<file path="src/rtl/ctl_alu_pkg.sv">
package ctl_alu_pkg;

    typedef enum logic [1:0] {
        OP_ADD  = 2'b00,
        OP_MUL  = 2'b01,
        OP_SUB  = 2'b10,
        OP_NONE = 2'b11
    } arith_op_e;

    typedef enum logic [2:0] {
        SRC_ARITH = 3'b000,
        SRC_AND   = 3'b001,
        SRC_OR    = 3'b010,
        SRC_XOR   = 3'b011,
        SRC_NOTA  = 3'b100,
        SRC_NOTB  = 3'b101,
        SRC_ROT   = 3'b110,
        SRC_SHIFT = 3'b111
    } out_src_e;

    typedef enum logic [1:0] {
        SH_IDLE   = 2'b00,
        SH_LOADED = 2'b01,
        SH_RUN    = 2'b10
    } shift_state_e;

endpackage

</file>
<file path="src/rtl/alu_rotator.sv">
module alu_rotator #(
    parameter int W     = 4,
    parameter int RW    = 2,
    parameter bit RIGHT = 1'b1
) (
    input  logic [W-1:0]  din,
    input  logic [RW-1:0] amt,
    output logic [W-1:0]  dout
);
    localparam int DW = 2 * W;

    logic [DW-1:0] doubled;
    logic [DW-1:0] moved;

    assign doubled = {din, din};

    generate
        if (RIGHT) begin : g_right
            assign moved = doubled >> amt;
            assign dout  = moved[W-1:0];
        end else begin : g_left
            assign moved = doubled << amt;
            assign dout  = moved[DW-1:W];
        end
    endgenerate

endmodule

</file>
<file path="src/rtl/alu_addsub.sv">
module alu_addsub #(
    parameter int W = 4
) (
    input  logic [W-1:0] a,
    input  logic [W-1:0] b,
    input  logic         sub,
    output logic [W-1:0] sum,
    output logic         cout
);
    logic [W-1:0] b_eff;
    logic [W:0]   total;

    assign b_eff = b ^ {W{sub}};
    assign total = {1'b0, a} + {1'b0, b_eff} + {{W{1'b0}}, sub};
    assign sum   = total[W-1:0];
    assign cout  = total[W];

endmodule

</file>
<file path="src/rtl/alu_split_mult.sv">
module alu_split_mult #(
    parameter int W = 4
) (
    input  logic [W-1:0]   a,
    input  logic [W-1:0]   b,
    output logic [2*W-1:0] prod
);
    localparam int HALF = W / 2;
    localparam int PW   = 2 * W;
    localparam int NPP  = 4;

    logic [W-1:0] pp [NPP];

    genvar gi, gj;
    generate
        for (gi = 0; gi < 2; gi++) begin : g_ah
            for (gj = 0; gj < 2; gj++) begin : g_bh
                assign pp[gi*2+gj] = {{HALF{1'b0}}, a[gi*HALF +: HALF]}
                                   * {{HALF{1'b0}}, b[gj*HALF +: HALF]};
            end
        end
    endgenerate

    always_comb begin
        prod = '0;
        for (int k = 0; k < NPP; k++) begin
            prod = prod + ({{W{1'b0}}, pp[k]} << (((k / 2) + (k % 2)) * HALF));
        end
    end

endmodule

</file>
<file path="src/rtl/alu_shift_unit.sv">
module alu_shift_unit
    import ctl_alu_pkg::*;
#(
    parameter int W = 4
) (
    input  logic         clk,
    input  logic         rst,
    input  logic         trig,
    input  logic [W-1:0] din,
    output logic [W-1:0] sr
);
    typedef struct packed {
        shift_state_e state;
        logic         prev;
        logic [W-1:0] sr;
    } sh_t;

    sh_t sh_d, sh_q;
    logic rise, fall;

    assign rise = trig && !sh_q.prev;
    assign fall = !trig && sh_q.prev;

    always_comb begin
        sh_d      = sh_q;
        sh_d.prev = trig;
        if (rise) begin
            sh_d.sr    = din;
            sh_d.state = SH_LOADED;
        end else if (fall && sh_q.state == SH_LOADED) begin
            sh_d.sr    = sh_q.sr >> 1;
            sh_d.state = SH_RUN;
        end else if (sh_q.state == SH_RUN) begin
            sh_d.sr = sh_q.sr >> 1;
            if (sh_d.sr == '0) begin
                sh_d.state = SH_IDLE;
            end
        end
    end

    always_ff @(posedge clk) begin
        if (rst) begin
            sh_q <= '0;
        end else begin
            sh_q <= sh_d;
        end
    end

    assign sr = sh_q.sr;

    // a trigger rise loads the operand on the next edge
    p_shift_load_r4: assert property (@(posedge clk) disable iff (rst)
        (trig && !sh_q.prev) |=> (sr == $past(din)));

    // once empty, the register stays empty until a new load
    p_shift_zero_hold_r5: assert property (@(posedge clk) disable iff (rst)
        (sr == '0 && !(trig && !sh_q.prev)) |=> (sr == '0));

    // with no trigger edge and nothing running, contents hold
    p_shift_idle_hold_r5: assert property (@(posedge clk) disable iff (rst)
        (sh_q.state == SH_IDLE && trig == sh_q.prev) |=> $stable(sr));

endmodule

</file>
<file path="src/rtl/ctl_word_alu.sv">
module ctl_word_alu
    import ctl_alu_pkg::*;
#(
    parameter  int W     = 4,
    localparam int RW    = $clog2(W),
    localparam int CTL_W = RW + 6
) (
    input  logic             clk,
    input  logic             rst,
    input  logic [W-1:0]     a_in,
    input  logic [W-1:0]     b_in,
    input  logic [CTL_W-1:0] ctl_in,
    output logic [W-1:0]     result,
    output logic             carry,
    output logic [2*W-1:0]   product,
    output logic             a_eq_b,
    output logic             a_lt_b,
    output logic             a_gt_b
);
    localparam int PW       = 2 * W;
    localparam int TRIG_BIT = RW;
    localparam int OP_LO    = RW + 1;
    localparam int SEL_LO   = RW + 3;

    typedef struct packed {
        logic [W-1:0]     a;
        logic [W-1:0]     b;
        logic [CTL_W-1:0] ctl;
        logic [W-1:0]     res;
        logic             cy;
        logic [PW-1:0]    prod;
        logic             eq;
        logic             lt;
        logic             gt;
    } st_t;

    st_t q, d;

    arith_op_e    op;
    out_src_e     src;
    logic [RW-1:0] rot_amt;
    logic          trig;

    logic [W-1:0]  as_sum;
    logic          as_cout;
    logic [PW-1:0] mul_p;
    logic [W-1:0]  rot_a;
    logic [W-1:0]  shreg;
    logic [W-1:0]  arith_res;
    logic          arith_cy;

    assign op      = arith_op_e'(q.ctl[OP_LO +: 2]);
    assign src     = out_src_e'(q.ctl[SEL_LO +: 3]);
    assign rot_amt = q.ctl[RW-1:0];
    assign trig    = q.ctl[TRIG_BIT];

    alu_addsub #(.W(W)) i_addsub (
        .a    (q.a),
        .b    (q.b),
        .sub  (op == OP_SUB),
        .sum  (as_sum),
        .cout (as_cout)
    );

    alu_split_mult #(.W(W)) i_mult (
        .a    (q.a),
        .b    (q.b),
        .prod (mul_p)
    );

    alu_rotator #(.W(W), .RW(RW), .RIGHT(1'b1)) i_rot (
        .din  (q.a),
        .amt  (rot_amt),
        .dout (rot_a)
    );

    alu_shift_unit #(.W(W)) i_shift (
        .clk  (clk),
        .rst  (rst),
        .trig (trig),
        .din  (q.a),
        .sr   (shreg)
    );

    always_comb begin
        case (op)
            OP_ADD, OP_SUB: begin
                arith_res = as_sum;
                arith_cy  = as_cout;
            end
            OP_MUL: begin
                arith_res = mul_p[W-1:0];
                arith_cy  = 1'b0;
            end
            default: begin
                arith_res = '0;
                arith_cy  = 1'b0;
            end
        endcase
    end

    always_comb begin
        d      = q;
        d.a    = a_in;
        d.b    = b_in;
        d.ctl  = ctl_in;
        case (src)
            SRC_ARITH: d.res = arith_res;
            SRC_AND:   d.res = q.a & q.b;
            SRC_OR:    d.res = q.a | q.b;
            SRC_XOR:   d.res = q.a ^ q.b;
            SRC_NOTA:  d.res = ~q.a;
            SRC_NOTB:  d.res = ~q.b;
            SRC_ROT:   d.res = rot_a;
            default:   d.res = shreg;
        endcase
        d.cy   = arith_cy;
        d.prod = mul_p;
        d.eq   = (q.a == q.b);
        d.lt   = (q.a <  q.b);
        d.gt   = (q.a >  q.b);
    end

    always_ff @(posedge clk) begin
        if (rst) begin
            q    <= '0;
            q.eq <= 1'b1;
        end else begin
            q <= d;
        end
    end

    assign result  = q.res;
    assign carry   = q.cy;
    assign product = q.prod;
    assign a_eq_b  = q.eq;
    assign a_lt_b  = q.lt;
    assign a_gt_b  = q.gt;

    // one comparison flag at a time
    p_flags_onehot_r11: assert property (@(posedge clk) disable iff (rst)
        $onehot({a_eq_b, a_lt_b, a_gt_b}));

    // add result and carry follow the operands of the previous cycle
    p_add_sum_r6: assert property (@(posedge clk) disable iff (rst)
        (op == OP_ADD && src == SRC_ARITH)
        |=> ({carry, result} == ({1'b0, $past(q.a)} + {1'b0, $past(q.b)})));

    // unused arithmetic code yields zero and no carry
    p_unused_op_r9: assert property (@(posedge clk) disable iff (rst)
        (op == OP_NONE && src == SRC_ARITH) |=> (result == '0 && !carry));

    // rotate by zero passes A through
    p_rot_zero_r3: assert property (@(posedge clk) disable iff (rst)
        (src == SRC_ROT && rot_amt == '0) |=> (result == $past(q.a)));

    // the product port tracks the operands one edge later
    p_product_r8: assert property (@(posedge clk) disable iff (rst)
        1'b1 |=> (product == ({{W{1'b0}}, $past(q.a)} * {{W{1'b0}}, $past(q.b)})));

endmodule

</file>
<file path="config.mk">
export PLATFORM = sky130hd
export DESIGN_NAME = ctl_word_alu
export DESIGN_NICKNAME = d
export VERILOG_FILES = /design/src/rtl/ctl_alu_pkg.sv /design/src/rtl/alu_rotator.sv /design/src/rtl/alu_addsub.sv /design/src/rtl/alu_split_mult.sv /design/src/rtl/alu_shift_unit.sv /design/src/rtl/ctl_word_alu.sv
export SDC_FILE = /design/constraint.sdc
export NUM_CORES = 1
export LEC_CHECK = 0
export BUFFER_PORTS_ARGS = -buffer_cell sky130_fd_sc_hd__buf_2
export CAP_MARGIN = 30
export CORE_ASPECT_RATIO = 0.9
export CORE_MARGIN = 2
export CORE_UTILIZATION = 60
export CTS_BUF_LIST = sky130_fd_sc_hd__clkbuf_8
export DETAILED_ROUTE_END_ITERATION = 8
export GPL_TIMING_DRIVEN = 0
export PLACE_DENSITY = 0.8
export SLEW_MARGIN = 0
export SYNTH_ARGS = -nofsm -noshare
export SYNTH_HDL_FRONTEND = slang
export SYNTH_SLANG_ARGS = --single-unit
</file>
<file path="constraint.sdc">
create_clock -name clk -period 5.5 [get_ports clk]
set_input_delay 0.55 -clock clk [delete_from_list [all_inputs] [get_ports clk]]
set_output_delay 0.55 -clock clk [all_outputs]
set_load 0.02 [all_outputs]
</file>
==> results of run 1 <==
## registers in the layout (all words and copies together), names as in the netlist
| name | cells |
|---|---|
| a_eq_b | 1 |
| a_gt_b | 1 |
| a_lt_b | 1 |
| carry | 1 |
| i_shift.sh_q | 3 |
| i_shift.sr | 4 |
| op | 2 |
| product | 8 |
| q | 14 |
| result | 4 |
## metrics by stage
| stage | hold slack [ns] | worst slack (ns) | area [µm²] | utilization [%] |
|---|---|---|---|---|
| finish | 0.467 | 2.39 | 2870 | 70.8 |
| detailed placement | 0.505 | 2.40 | 2750 | 67.9 |
| CTS | 0.463 | 2.37 | 2870 | 70.8 |
| floorplan | 0.470 | 2.79 | 2520 | - |
| global route | 0.459 | 2.20 | 2870 | 70.8 |
| global placement | 0.499 | 2.50 | 2750 | 67.9 |
## synthesized netlist by cell type (2+ instances only)
master | number | area (µm²)
fa_1 | 7 | 140
dfxtp_1 | 39 | 781
nor2b_1 | 28 | 175
nand2b_1 | 4 | 25.0
and3b_1 | 2 | 17.5
nand2_1 | 5 | 18.8
o21bai_1 | 2 | 15.0
nand3_1 | 5 | 25.0
buf_4 | 12 | 90.1
nor3_1 | 3 | 15.0
xor2_1 | 3 | 26.3
clkbuf_1 | 4 | 15.0
xnor2_1 | 3 | 26.3
o31ai_1 | 3 | 22.5
mux4_2 | 4 | 90.1
o21ai_0 | 6 | 30.0
a31oi_1 | 3 | 18.8
mux2i_1 | 5 | 50.1
a211oi_1 | 6 | 45.0
ha_1 | 29 | 363
nor2_1 | 25 | 93.8
a21oi_1 | 7 | 35.0
inv_1 | 19 | 71.3
inv_2 | 3 | 11.3
buf_2 | 7 | 35.0
a21o_1 | 3 | 22.5
## cell usage in the layout (no fill, tap or decap), types with 3 or more instances in the layout
cell      netlist  layout
mux2i_1         5       5
mux4_2          4       4
a21o_1          3       3
fa_1            7       7
a31oi_1         3       3
xor2_1          3       3
xnor2_1         3       3
nor2_1         25      25
clkbuf_8        0       6
o21ai_0         6       6
nand2b_1        4       4
buf_2           7      40
nand2_1         5       5
buf_4          12      12
a211oi_1        6       6
inv_1          19      19
inv_2           3       3
ha_1           29      29
nor3_1          3       3
dfxtp_1        39      39
clkbuf_1        4       4
nand3_1         5       5
a21oi_1         7       7
o31ai_1         3       3
nor2b_1        28      28
## metal layers
layer  track usage (%)  vias up
li1                  -      974
met1              30.8      916
met2              38.9       64
met3              5.52        4
met4              8.02        0
met5                 0        -
## power breakdown
part / internal [mW] / switching [mW] / total (mW)
Combinational: 0.0629 / 0.0701 / 0.133
Sequential: 0.299 / 0.0161 / 0.315
Clock: 0.147 / 0.0934 / 0.240
## worst reg2reg max path, cell delays in order, from the launching register on
cell and delay [ns]:
dfxtp_1 0.62, inv_1 0.18, nor2_1 0.14, ha_1 0.25, fa_1 0.42, fa_1 0.56, ha_1 0.17, inv_1 0.06
fa_1 0.37, xor2_1 0.15, nor2_1 0.06
## worst paths after layout
path	depth (start not counted)	endpoint	from	slack (ns)
max	10	product[6]$_SDFF_PP0_	q[29]$_SDFF_PP0_	2.39
min	2	q[31]$_SDFF_PP0_	a_in[3]	0.47
max reg2reg	10	product[6]$_SDFF_PP0_	q[29]$_SDFF_PP0_	2.39
min reg2reg	2	i_shift.sr[3]$_SDFFE_PP0P_	i_shift.sr[3]$_SDFFE_PP0P_	0.53
## cell type report
type                       instances  area share (%)
buffer                            24            5.28
clock buffer                       6            2.88
clock inverter                     2            1.22
inverter                          23            3.10
multi-input combinational        179            52.4
sequential                        39            27.2
tap                               48            2.10
timing repair buffer              33            5.76
## cell families after synthesis
kind of cell | synth area share, %
fa+ha+maj | 19.9
xor+xnor | 2.08
buf+inv | 9.52
compound gates | 12.3
simple gates | 18.4
flops | 31.0
mux | 6.89
==> summary.txt, run 1 <==
GLOBAL ROUTING
--------------------------------------------------------------------------------------
Number of global-route vias before repair ...............................         1834
Maximum number of pins on one net before global-route repair ............           13
Total routing resource utilization after global routing .................        23.7%
Antenna violations before repair ........................................            0
Global-route congestion overflow total ..................................            0
Global-route wire length before repair ..................................      8490 µm

LAYOUT
--------------------------------------------------------------------------------------
Post-route insts no fill ................................................          354
Sequential cell area ....................................................      781 µm²
Combined area of the multi-input logic cells ............................  0.00150 mm²
Number of filler instances in the final layout ..........................          320
Number of antenna cells inserted ........................................            0
Relative area change from synthesis to final layout .....................        13.6%
Fin nets ................................................................          359
Share of final-layout standard cells stronger than drive strength 1 .....        24.2%

PLACEMENT
--------------------------------------------------------------------------------------
Number of buffers inserted by port buffering ............................           33
Cell count after placement ..............................................          346
Placer's final routability congestion estimate ..........................        0.922
DP HPWL .................................................................      3870 µm

ROUTING
--------------------------------------------------------------------------------------
Iteration-0 DRC count of the detailed router ............................          143
Routed length per placed instance .......................................      14.3 µm
Post-detailed-routing wire length .......................................      5060 µm
Routed metal-1 wirelength ...............................................      2280 µm
Vias after detailed routing .............................................         1958
Highest metal layer with signal wires ...................................         met4
Met3 wire length ........................................................       362 µm
Residual DRC ............................................................            0
Remaining number of nets flagged by the antenna check after routing .....            0
Number of optimization iterations in the first detailed-route pass ......            4
Routed met2 length ......................................................      2370 µm
Via/cell ratio ..........................................................         5.53

FLOORPLANNING
--------------------------------------------------------------------------------------
Placement Rows ..........................................................           22
Vertical die dimension ..................................................      65.5 µm
Die extent in x .........................................................      72.3 µm
Starting utilization of the core area ...................................        62.3%
Top-level port count ....................................................           34
Standard cell core area .................................................  0.00405 mm²
DIE AREA ................................................................  0.00474 mm²

WORST SETUP PATH
--------------------------------------------------------------------------------------
Critical path required time .............................................      5.65 ns
Worst Setup Path Type ................................................... flop to flop
Endpoint type of the worst setup path ...................................         flop
Cell family contributing the most delay on the critical path ............  adder cells
Most prevalent standard cell on the critical path .......................         fa_1
Startpoint types ........................................................         flop
Critical path, cell by cell ............................................. inv_1 -> nor2_1 -> ha_1 -> fa_1 -> fa_1 -> ha_1 -> inv_1 -> fa_1 -> xor2_1 -> nor2_1
Delay contributed by the slowest stage of the critical path .............      0.62 ns
Library cell contributing the largest single delay on the critical path .      dfxtp_1
Crit path DAT ...........................................................      3.26 ns
Buffers plus inverters on the worst setup path ..........................            2
CP max FO ...............................................................           12

PWR
--------------------------------------------------------------------------------------
Cell leakage power ......................................................      1.39 nW
Total Power Consumption .................................................     0.688 mW
Max IR drop VDD .........................................................   0.000217 V
Power density over the cells ............................................   240 mW/mm²

TIMING
--------------------------------------------------------------------------------------
Fraction of the cycle the final worst path needs ........................        56.5%
Number of hold violations in the final report ...........................            0
Maximum clock skew at final layout ......................................   0.00802 ns
Setup repair after global routing missed its margin .....................           no
Post-route setup TNS ....................................................         0 ns
Final worst path period need ............................................      3.11 ns
Tightest Pin Transition .................................................     0.511 ns
Final setup violation count .............................................            0
Highest achievable clock rate ...........................................      322 MHz
Final-report max-slew violation count ...................................            0
Rel. slew slack .........................................................        65.9%

SYNTH
--------------------------------------------------------------------------------------
Count of warnings emitted by yosys ......................................            0
Post-synthesis cell type count ..........................................           54
Number of register bits inferred by synthesis ...........................           39
Sequential share of the synthesized area ................................        31.0%
Share of flip-flops with an asynchronous set or reset ...................           0%
Mapped Area .............................................................  0.00252 mm²
Top FF cell, synth ......................................................      dfxtp_1
Net count after synthesis ...............................................          319
EDFF count, synth .......................................................            0
Post-synthesis average cell area ........................................     9.52 µm²
Instance count of the mapped netlist ....................................          265

CLOCKING
--------------------------------------------------------------------------------------
Setup fix buffers added after clock tree synthesis ......................            0
CTS H-Tree Depth ........................................................            2
TritonCTS clock tree ....................................................         done
Worst-Skew Late Latency .................................................      0.29 ns
Total of hold buffers inserted after clock tree synthesis ...............            0
Clock-pin transition on the worst setup and hold timing paths ...........      0.07 ns
Number of clock sinks ...................................................           39
Clk buf depth ...........................................................            2
Root Driver .............................................................     clkbuf_8
Number of gates resized after CTS .......................................            0
CTS buffer count ........................................................            5

RUN STATUS
--------------------------------------------------------------------------------------
Result of the run .......................................................    completed

FLOW RUN
--------------------------------------------------------------------------------------
Number of maximum-capacitance constraint violations .....................            0

WORST HOLD PATH
--------------------------------------------------------------------------------------
Hold WC Path Type ....................................................... input pin to flop

Note: power is estimated with default switching activity, not from simulation.
==> inputs of run 2 (changes only) <==
CORE_UTILIZATION = 54   (was 60)
PLACE_DENSITY = 0.76   (was 0.8)
clock period = 2.74 ns   (was 5.5 ns; I/O delays follow)
==> run 2 against run 1 <==
Net effect:
- power is 83% higher
- critical path depth increased by 2
- sequential cell count did not move
- final cell count up 8.2%
- critical endpoint is now product[7]$_SDFF_PP0_
==> summary.txt, run 2 (synthesis results as in run 1) <==
ROUTING
-------------------------------------------------------------------------------------
Routed met2 length .....................................................      2670 µm
Post-detailed-routing wire length ......................................      5560 µm
Vias after detailed routing ............................................         2060
Highest metal layer with signal wires ..................................         met4
Remaining number of nets flagged by the antenna check after routing ....            0
Met3 wire length .......................................................       428 µm
Residual DRC ...........................................................            0
Via/cell ratio .........................................................         5.38
Routed metal-1 wirelength ..............................................      2380 µm
Number of optimization iterations in the first detailed-route pass .....            5
Iteration-0 DRC count of the detailed router ...........................          194
Routed length per placed instance ......................................      14.5 µm

WORST SETUP PATH
-------------------------------------------------------------------------------------
Crit path DAT ..........................................................      2.85 ns
Worst Setup Path Type .................................................. flop to flop
CP max FO ..............................................................            8
Endpoint type of the worst setup path ..................................         flop
Critical path required time ............................................      2.89 ns
Startpoint types .......................................................         flop

LAYOUT
-------------------------------------------------------------------------------------
Number of antenna cells inserted .......................................            0
Most frequent standard cell in the layout excluding fill and tap cells .        buf_2
Share of final-layout standard cells stronger than drive strength 1 ....        36.1%
Most flop-heavy register ...............................................            q
Relative area change from synthesis to final layout ....................        23.0%
Max FFs per register ...................................................           14
Most frequent cells in the layout ...................................... 39 x buf_2, 31 x dfxtp_1, 30 x buf_4, 28 x nor2b_1, 24 x ha_1
Fin nets ...............................................................          376

CLOCKING
-------------------------------------------------------------------------------------
Clock-pin transition on the worst setup and hold timing paths ..........      0.06 ns
TritonCTS clock tree ...................................................         done
CTS H-Tree Depth .......................................................            2
Root Driver ............................................................     clkbuf_8
Total of hold buffers inserted after clock tree synthesis ..............            0
Worst-Skew Late Latency ................................................      0.28 ns
Number of clock sinks ..................................................           39
CTS buffer count .......................................................            5
Clk buf depth ..........................................................            2

TIMING
-------------------------------------------------------------------------------------
Highest achievable clock rate ..........................................      370 MHz
Rel. slew slack ........................................................        65.7%
Final-report max-slew violation count ..................................            0
Maximum clock skew at final layout .....................................   0.00523 ns
Fraction of the cycle the final worst path needs .......................        98.6%
Final worst path period need ...........................................      2.70 ns
Final setup violation count ............................................            0
Number of hold violations in the final report ..........................            0
Post-route setup TNS ...................................................         0 ns
Tightest Pin Transition ................................................     0.514 ns

PLACEMENT
-------------------------------------------------------------------------------------
Number of buffers inserted by port buffering ...........................           33
Placer's final routability congestion estimate .........................        0.897
DP HPWL ................................................................      3890 µm

FLOORPLANNING
-------------------------------------------------------------------------------------
DIE AREA ...............................................................  0.00523 mm²
Standard cell core area ................................................  0.00446 mm²
Vertical die dimension .................................................      68.8 µm
Placement Rows .........................................................           23
Top-level port count ...................................................           34
Starting utilization of the core area ..................................        56.5%
Die extent in x ........................................................      76.0 µm

GLOBAL ROUTING
-------------------------------------------------------------------------------------
Number of global-route vias before repair ..............................         1825
Maximum number of pins on one net before global-route repair ...........           13
Total routing resource utilization after global routing ................        21.5%
Antenna violations before repair .......................................            0
Global-route wire length before repair .................................      8710 µm
Global-route congestion overflow total .................................            0

FLOW RUN
-------------------------------------------------------------------------------------
Number of maximum-capacitance constraint violations ....................            0

PWR
-------------------------------------------------------------------------------------
Max IR drop VDD ........................................................   0.000384 V
Power density over the cells ...........................................   407 mW/mm²
Fraction of power consumed by sequential logic .........................        49.7%
Clock network power share ..............................................        26.1%
Switching power summed over all nets ...................................     0.351 mW
Cell leakage power .....................................................      1.45 nW
Total Power Consumption ................................................      1.26 mW
Combinational group share of total power ...............................        24.2%
Net switching fraction of the power ....................................        27.8%
Cell-internal power ....................................................     0.911 mW

WORST HOLD PATH
-------------------------------------------------------------------------------------
Hold WC Path Type ...................................................... input pin to flop

RUN STATUS
-------------------------------------------------------------------------------------
Result of the run ......................................................    completed

==> run 2: cell types whose count changed in the layout (fill, tap and decap cells not counted), sizes merged <==
| cell | delta |
|---|---|
| inv | +1 |
| buf | +17 |
| clkbuf | -1 |
| clkinv | -1 |
| bufinv | -1 |
==> run 2: final cells by class <==
class,instances,area (µm²)
multi-input combinational,179,1590
fill,336,1360
sequential,39,811
timing repair buffer,51,300
buffer,23,146
inverter,23,101
tap,62,77.6
clock buffer,5,68.8
clock inverter,1,3.75
==> run 2: critical path, cell delays in order (launching register included) <==
cell	delay [ns]
dfxtp_4	0.41
inv_4	0.07
nor2_1	0.13
ha_1	0.25
ha_1	0.27
inv_1	0.05
fa_1	0.53
inv_1	0.05
ha_1	0.28
a21o_1	0.19
a21oi_2	0.12
xor2_1	0.15
nor2_1	0.05
==> run 2: power by group through the flow <==
stage	Clock, mW	Combinational, mW	Sequential, mW
after floorplan	0	0.190	0.642
after global placement	0	0.256	0.644
after detailed placement	0	0.263	0.645
after CTS	0.334	0.275	0.630
after global routing	0.367	0.332	0.631
final	0.330	0.305	0.627
==> run 2: final timing paths <==
check                             startpoint                          to  slack, ns  cells after the start
setup / recovery            q[31]$_SDFF_PP0_       product[7]$_SDFF_PP0_       0.04                     12
hold / removal                       b_in[3]            q[27]$_SDFF_PP0_       0.20                      2
setup reg to reg            q[31]$_SDFF_PP0_       product[7]$_SDFF_PP0_       0.04                     12
hold reg to reg   i_shift.sr[3]$_SDFFE_PP0P_  i_shift.sr[3]$_SDFFE_PP0P_       0.51                      2
==> run 2: metrics by stage <==
| step | utilization, % | hold WS (ns) | setup slack [ns] | std cells | instance area (µm²) |
|---|---|---|---|---|---|
| 2_1_floorplan | - | 0.346 | 0.0285 | 265 | 2520 |
| 3_3_place_gp | 62.0 | 0.481 | -0.256 | 360 | 2770 |
| 3_5_place_dp | 62.0 | 0.486 | -0.334 | 360 | 2770 |
| 4_1_cts | 65.7 | 0.196 | 0.00200 | 370 | 2930 |
| 5_1_grt | 69.5 | 0.200 | -0.0814 | 383 | 3100 |
| 6_report | 69.5 | 0.198 | 0.0397 | 383 | 3100 |
==> run 2: metal layers <==
metal | GRT usage, % | up-vias
met5 | 0 | -
met4 | 6.59 | 0
met3 | 3.65 | 13
met2 | 38.1 | 101
met1 | 27.8 | 939
li1 | - | 1007
==> run 2: timing repair <==
item,CTS,global route
setup buffers,4,14
gates cloned,0,0
endpoints found under the setup margin,4,3
pin swaps,1,8
gates resized for setup,23,24
==> inputs of run 3 (changes only) <==
--- a/config.mk
+++ b/config.mk
@@ -15,2 +15,3 @@
 export GPL_TIMING_DRIVEN = 0
+export MAX_ROUTING_LAYER = met4
 export PLACE_DENSITY = 0.76
==> constraint.sdc (replaced) <==
create_clock -name clk -period 2.74 [get_ports clk]
set_input_delay 0.548 -clock clk [delete_from_list [all_inputs] [get_ports clk]]
set_output_delay 0.548 -clock clk [all_outputs]
set_load 0.02 [all_outputs]
==> run 3 against run 2 <==
Net effect:
- global-route usage up 0.65 points
- combinational power is essentially flat
- core utilization up 0.056 points
- clock power is essentially flat
- cell area about the same
- register-to-register slack got worse by 0.04 ns
- via count is 0.83% lower
- worst hold slack better by 0.27 ns
- largest cell class unchanged
- highest routed layer unchanged
==> summary.txt, run 3 (synthesis results as in run 1) <==
RUN STATUS
--------------------------------------------------------------------------------------
Result of the run .......................................................    completed

TIMING
--------------------------------------------------------------------------------------
Fraction of the cycle the final worst path needs ........................        99.9%
Final-report max-slew violation count ...................................            0
Hold WS .................................................................     0.472 ns
Final setup violation count .............................................            0
Number of hold violations in the final report ...........................            0
Post-route setup TNS ....................................................         0 ns
Final worst path period need ............................................      2.74 ns
Rel. slew slack .........................................................        66.7%
Highest achievable clock rate ...........................................      365 MHz
PnR worst setup slack ...................................................   0.00323 ns
Tightest Pin Transition .................................................     0.500 ns
Maximum clock skew at final layout ......................................   0.00582 ns

LAYOUT
--------------------------------------------------------------------------------------
Post-route insts no fill ................................................          383
Number of filler instances in the final layout ..........................          335
Post-route cell area ....................................................  0.00310 mm²
Fin nets ................................................................          376
Most flop-heavy register ................................................            q
Share of final-layout standard cells stronger than drive strength 1 .....        36.1%
Most frequent standard cell in the layout excluding fill and tap cells ..        buf_2
Relative area change from synthesis to final layout .....................        23.1%
Max FFs per register ....................................................           14
Number of antenna cells inserted ........................................            0
Fraction of the core area covered by cells at the end of the flow .......        69.6%
Most frequent cells in the layout ....................................... 39 x buf_2, 31 x dfxtp_1, 30 x buf_4, 28 x nor2b_1, 24 x ha_1

CLOCKING
--------------------------------------------------------------------------------------
Worst-Skew Late Latency .................................................      0.28 ns
Total of hold buffers inserted after clock tree synthesis ...............            0
Number of clock sinks ...................................................           39
Clock-pin transition on the worst setup and hold timing paths ...........      0.07 ns
CTS buffer count ........................................................            5
Clk buf depth ...........................................................            2
Root Driver .............................................................     clkbuf_8
TritonCTS clock tree ....................................................         done
CTS H-Tree Depth ........................................................            2

GLOBAL ROUTING
--------------------------------------------------------------------------------------
Highest-utilization routing layer at the global route stage .............         met2
Global-route met2 utilization ...........................................        37.9%
Number of global-route vias before repair ...............................         1822
Routing usage on met1 ...................................................        27.9%
Met3 Resource Use GR ....................................................        3.65%
Maximum number of pins on one net before global-route repair ............           13
Global-route congestion overflow total ..................................            0
Total routing resource utilization after global routing .................        22.2%
Global-route wire length before repair ..................................      8690 µm
Antenna violations before repair ........................................            0

WORST SETUP PATH
--------------------------------------------------------------------------------------
Cell family contributing the most delay on the critical path ............  adder cells
CP max FO ...............................................................            8
Crit path DAT ...........................................................      2.88 ns
Most prevalent standard cell on the critical path .......................         ha_1
Worst Setup Path Type ................................................... flop to flop
Buffers plus inverters on the worst setup path ..........................            3
Critical path, cell by cell ............................................. inv_4 -> nor2_1 -> ha_1 -> ha_1 -> inv_1 -> fa_1 -> inv_1 -> ha_1 -> a21o_1 -> a21oi_2 -> xor2_1 -> nor2_1
Startpoint types ........................................................         flop
Critical path required time .............................................      2.89 ns
Delay contributed by the slowest stage of the critical path .............      0.53 ns
Library cell contributing the largest single delay on the critical path .         fa_1
Endpoint type of the worst setup path ...................................         flop

ROUTING
--------------------------------------------------------------------------------------
Residual DRC ............................................................            0
Remaining number of nets flagged by the antenna check after routing .....            0
Number of optimization iterations in the first detailed-route pass ......            5
Routed length per placed instance .......................................      14.7 µm
Post-detailed-routing wire length .......................................      5620 µm
Via/cell ratio ..........................................................         5.33
Vias after detailed routing .............................................         2043
Iteration-0 DRC count of the detailed router ............................          172

FLOW RUN
--------------------------------------------------------------------------------------
Number of maximum-capacitance constraint violations .....................            0

FLOORPLANNING
--------------------------------------------------------------------------------------
Vertical die dimension ..................................................      68.8 µm
Die extent in x .........................................................      76.0 µm
Starting utilization of the core area ...................................        56.5%
Top-level port count ....................................................           34
DIE AREA ................................................................  0.00523 mm²
Placement Rows ..........................................................           23
Standard cell core area .................................................  0.00446 mm²

PWR
--------------------------------------------------------------------------------------
Cell-internal power .....................................................     0.911 mW
Max IR drop VDD .........................................................   0.000386 V
Clock network power share ...............................................        26.3%
Power density over the cells ............................................   408 mW/mm²
Cell leakage power ......................................................      1.45 nW
Combinational group share of total power ................................        24.2%
Fraction of power consumed by sequential logic ..........................        49.6%
Net switching fraction of the power .....................................        28.0%
Switching power summed over all nets ....................................     0.354 mW
Total Power Consumption .................................................      1.27 mW

PLACEMENT
--------------------------------------------------------------------------------------
Number of buffers inserted by port buffering ............................           33
Placer's final routability congestion estimate ..........................        0.912
DP HPWL .................................................................      3890 µm
Post-Place Worst Slack ..................................................    -0.334 ns
Cell count after placement ..............................................          360
Total placed instance area ..............................................  0.00277 mm²

WORST HOLD PATH
--------------------------------------------------------------------------------------
Hold WC Path Type ....................................................... input pin to flop

==> run 3: final cells by class <==
type | instances | area (µm²) | area share [%]
Clock inverter | 1 | 3.75 | 0.121
Buffer | 23 | 146 | 4.72
Timing Repair Buffer | 51 | 300 | 9.67
Clock buffer | 5 | 68.8 | 2.22
Sequential cell | 39 | 811 | 26.1
Tap cell | 62 | 77.6 | 2.50
Multi-Input combinational cell | 179 | 1590 | 51.3
Inverter | 23 | 104 | 3.35
==> run 3: power groups by stage <==
stage | Combinational, mW | Clock (mW) | Sequential (mW)
5_1_grt | 0.332 | 0.368 | 0.631
2_1_floorplan | 0.190 | 0 | 0.642
6_report | 0.306 | 0.332 | 0.627
3_3_place_gp | 0.256 | 0 | 0.644
3_5_place_dp | 0.263 | 0 | 0.645
4_1_cts | 0.275 | 0.334 | 0.630
==> run 3: worst paths after layout <==
kind | from | depth (start not counted) | to | slack [ns]
hold reg to reg | q[18]$_SDFF_PP0_ | 1 | i_shift.sh_q[4]$_SDFF_PP0_ | 0.52
setup / recovery | q[31]$_SDFF_PP0_ | 12 | product[7]$_SDFF_PP0_ | 0.003
setup reg to reg | q[31]$_SDFF_PP0_ | 12 | product[7]$_SDFF_PP0_ | 0.003
hold / removal | b_in[3] | 2 | q[27]$_SDFF_PP0_ | 0.47
==> run 3: worst reg2reg max path, stage by stage (launching register included) <==
cell and delay [ns]:
dfxtp_4 0.41, inv_4 0.07, nor2_1 0.15, ha_1 0.26
ha_1 0.27, inv_1 0.05, fa_1 0.53, inv_1 0.05
ha_1 0.29, a21o_1 0.20, a21oi_2 0.12, xor2_1 0.15
nor2_1 0.05
==> run 3: layer usage <==
layer	vias up	share of wire [%]	wire length, µm
met4	0	1.7	93
met2	92	47	2660
li1	1009	-	-
met1	927	43	2440
met5	-	0	0
met3	15	7.5	423
==> run 3: timing repair <==
action	in CTS	in global routing
resized for setup	23	25
endpoints found under the setup margin	4	3
buffers inserted	4	14
pin swaps	1	8
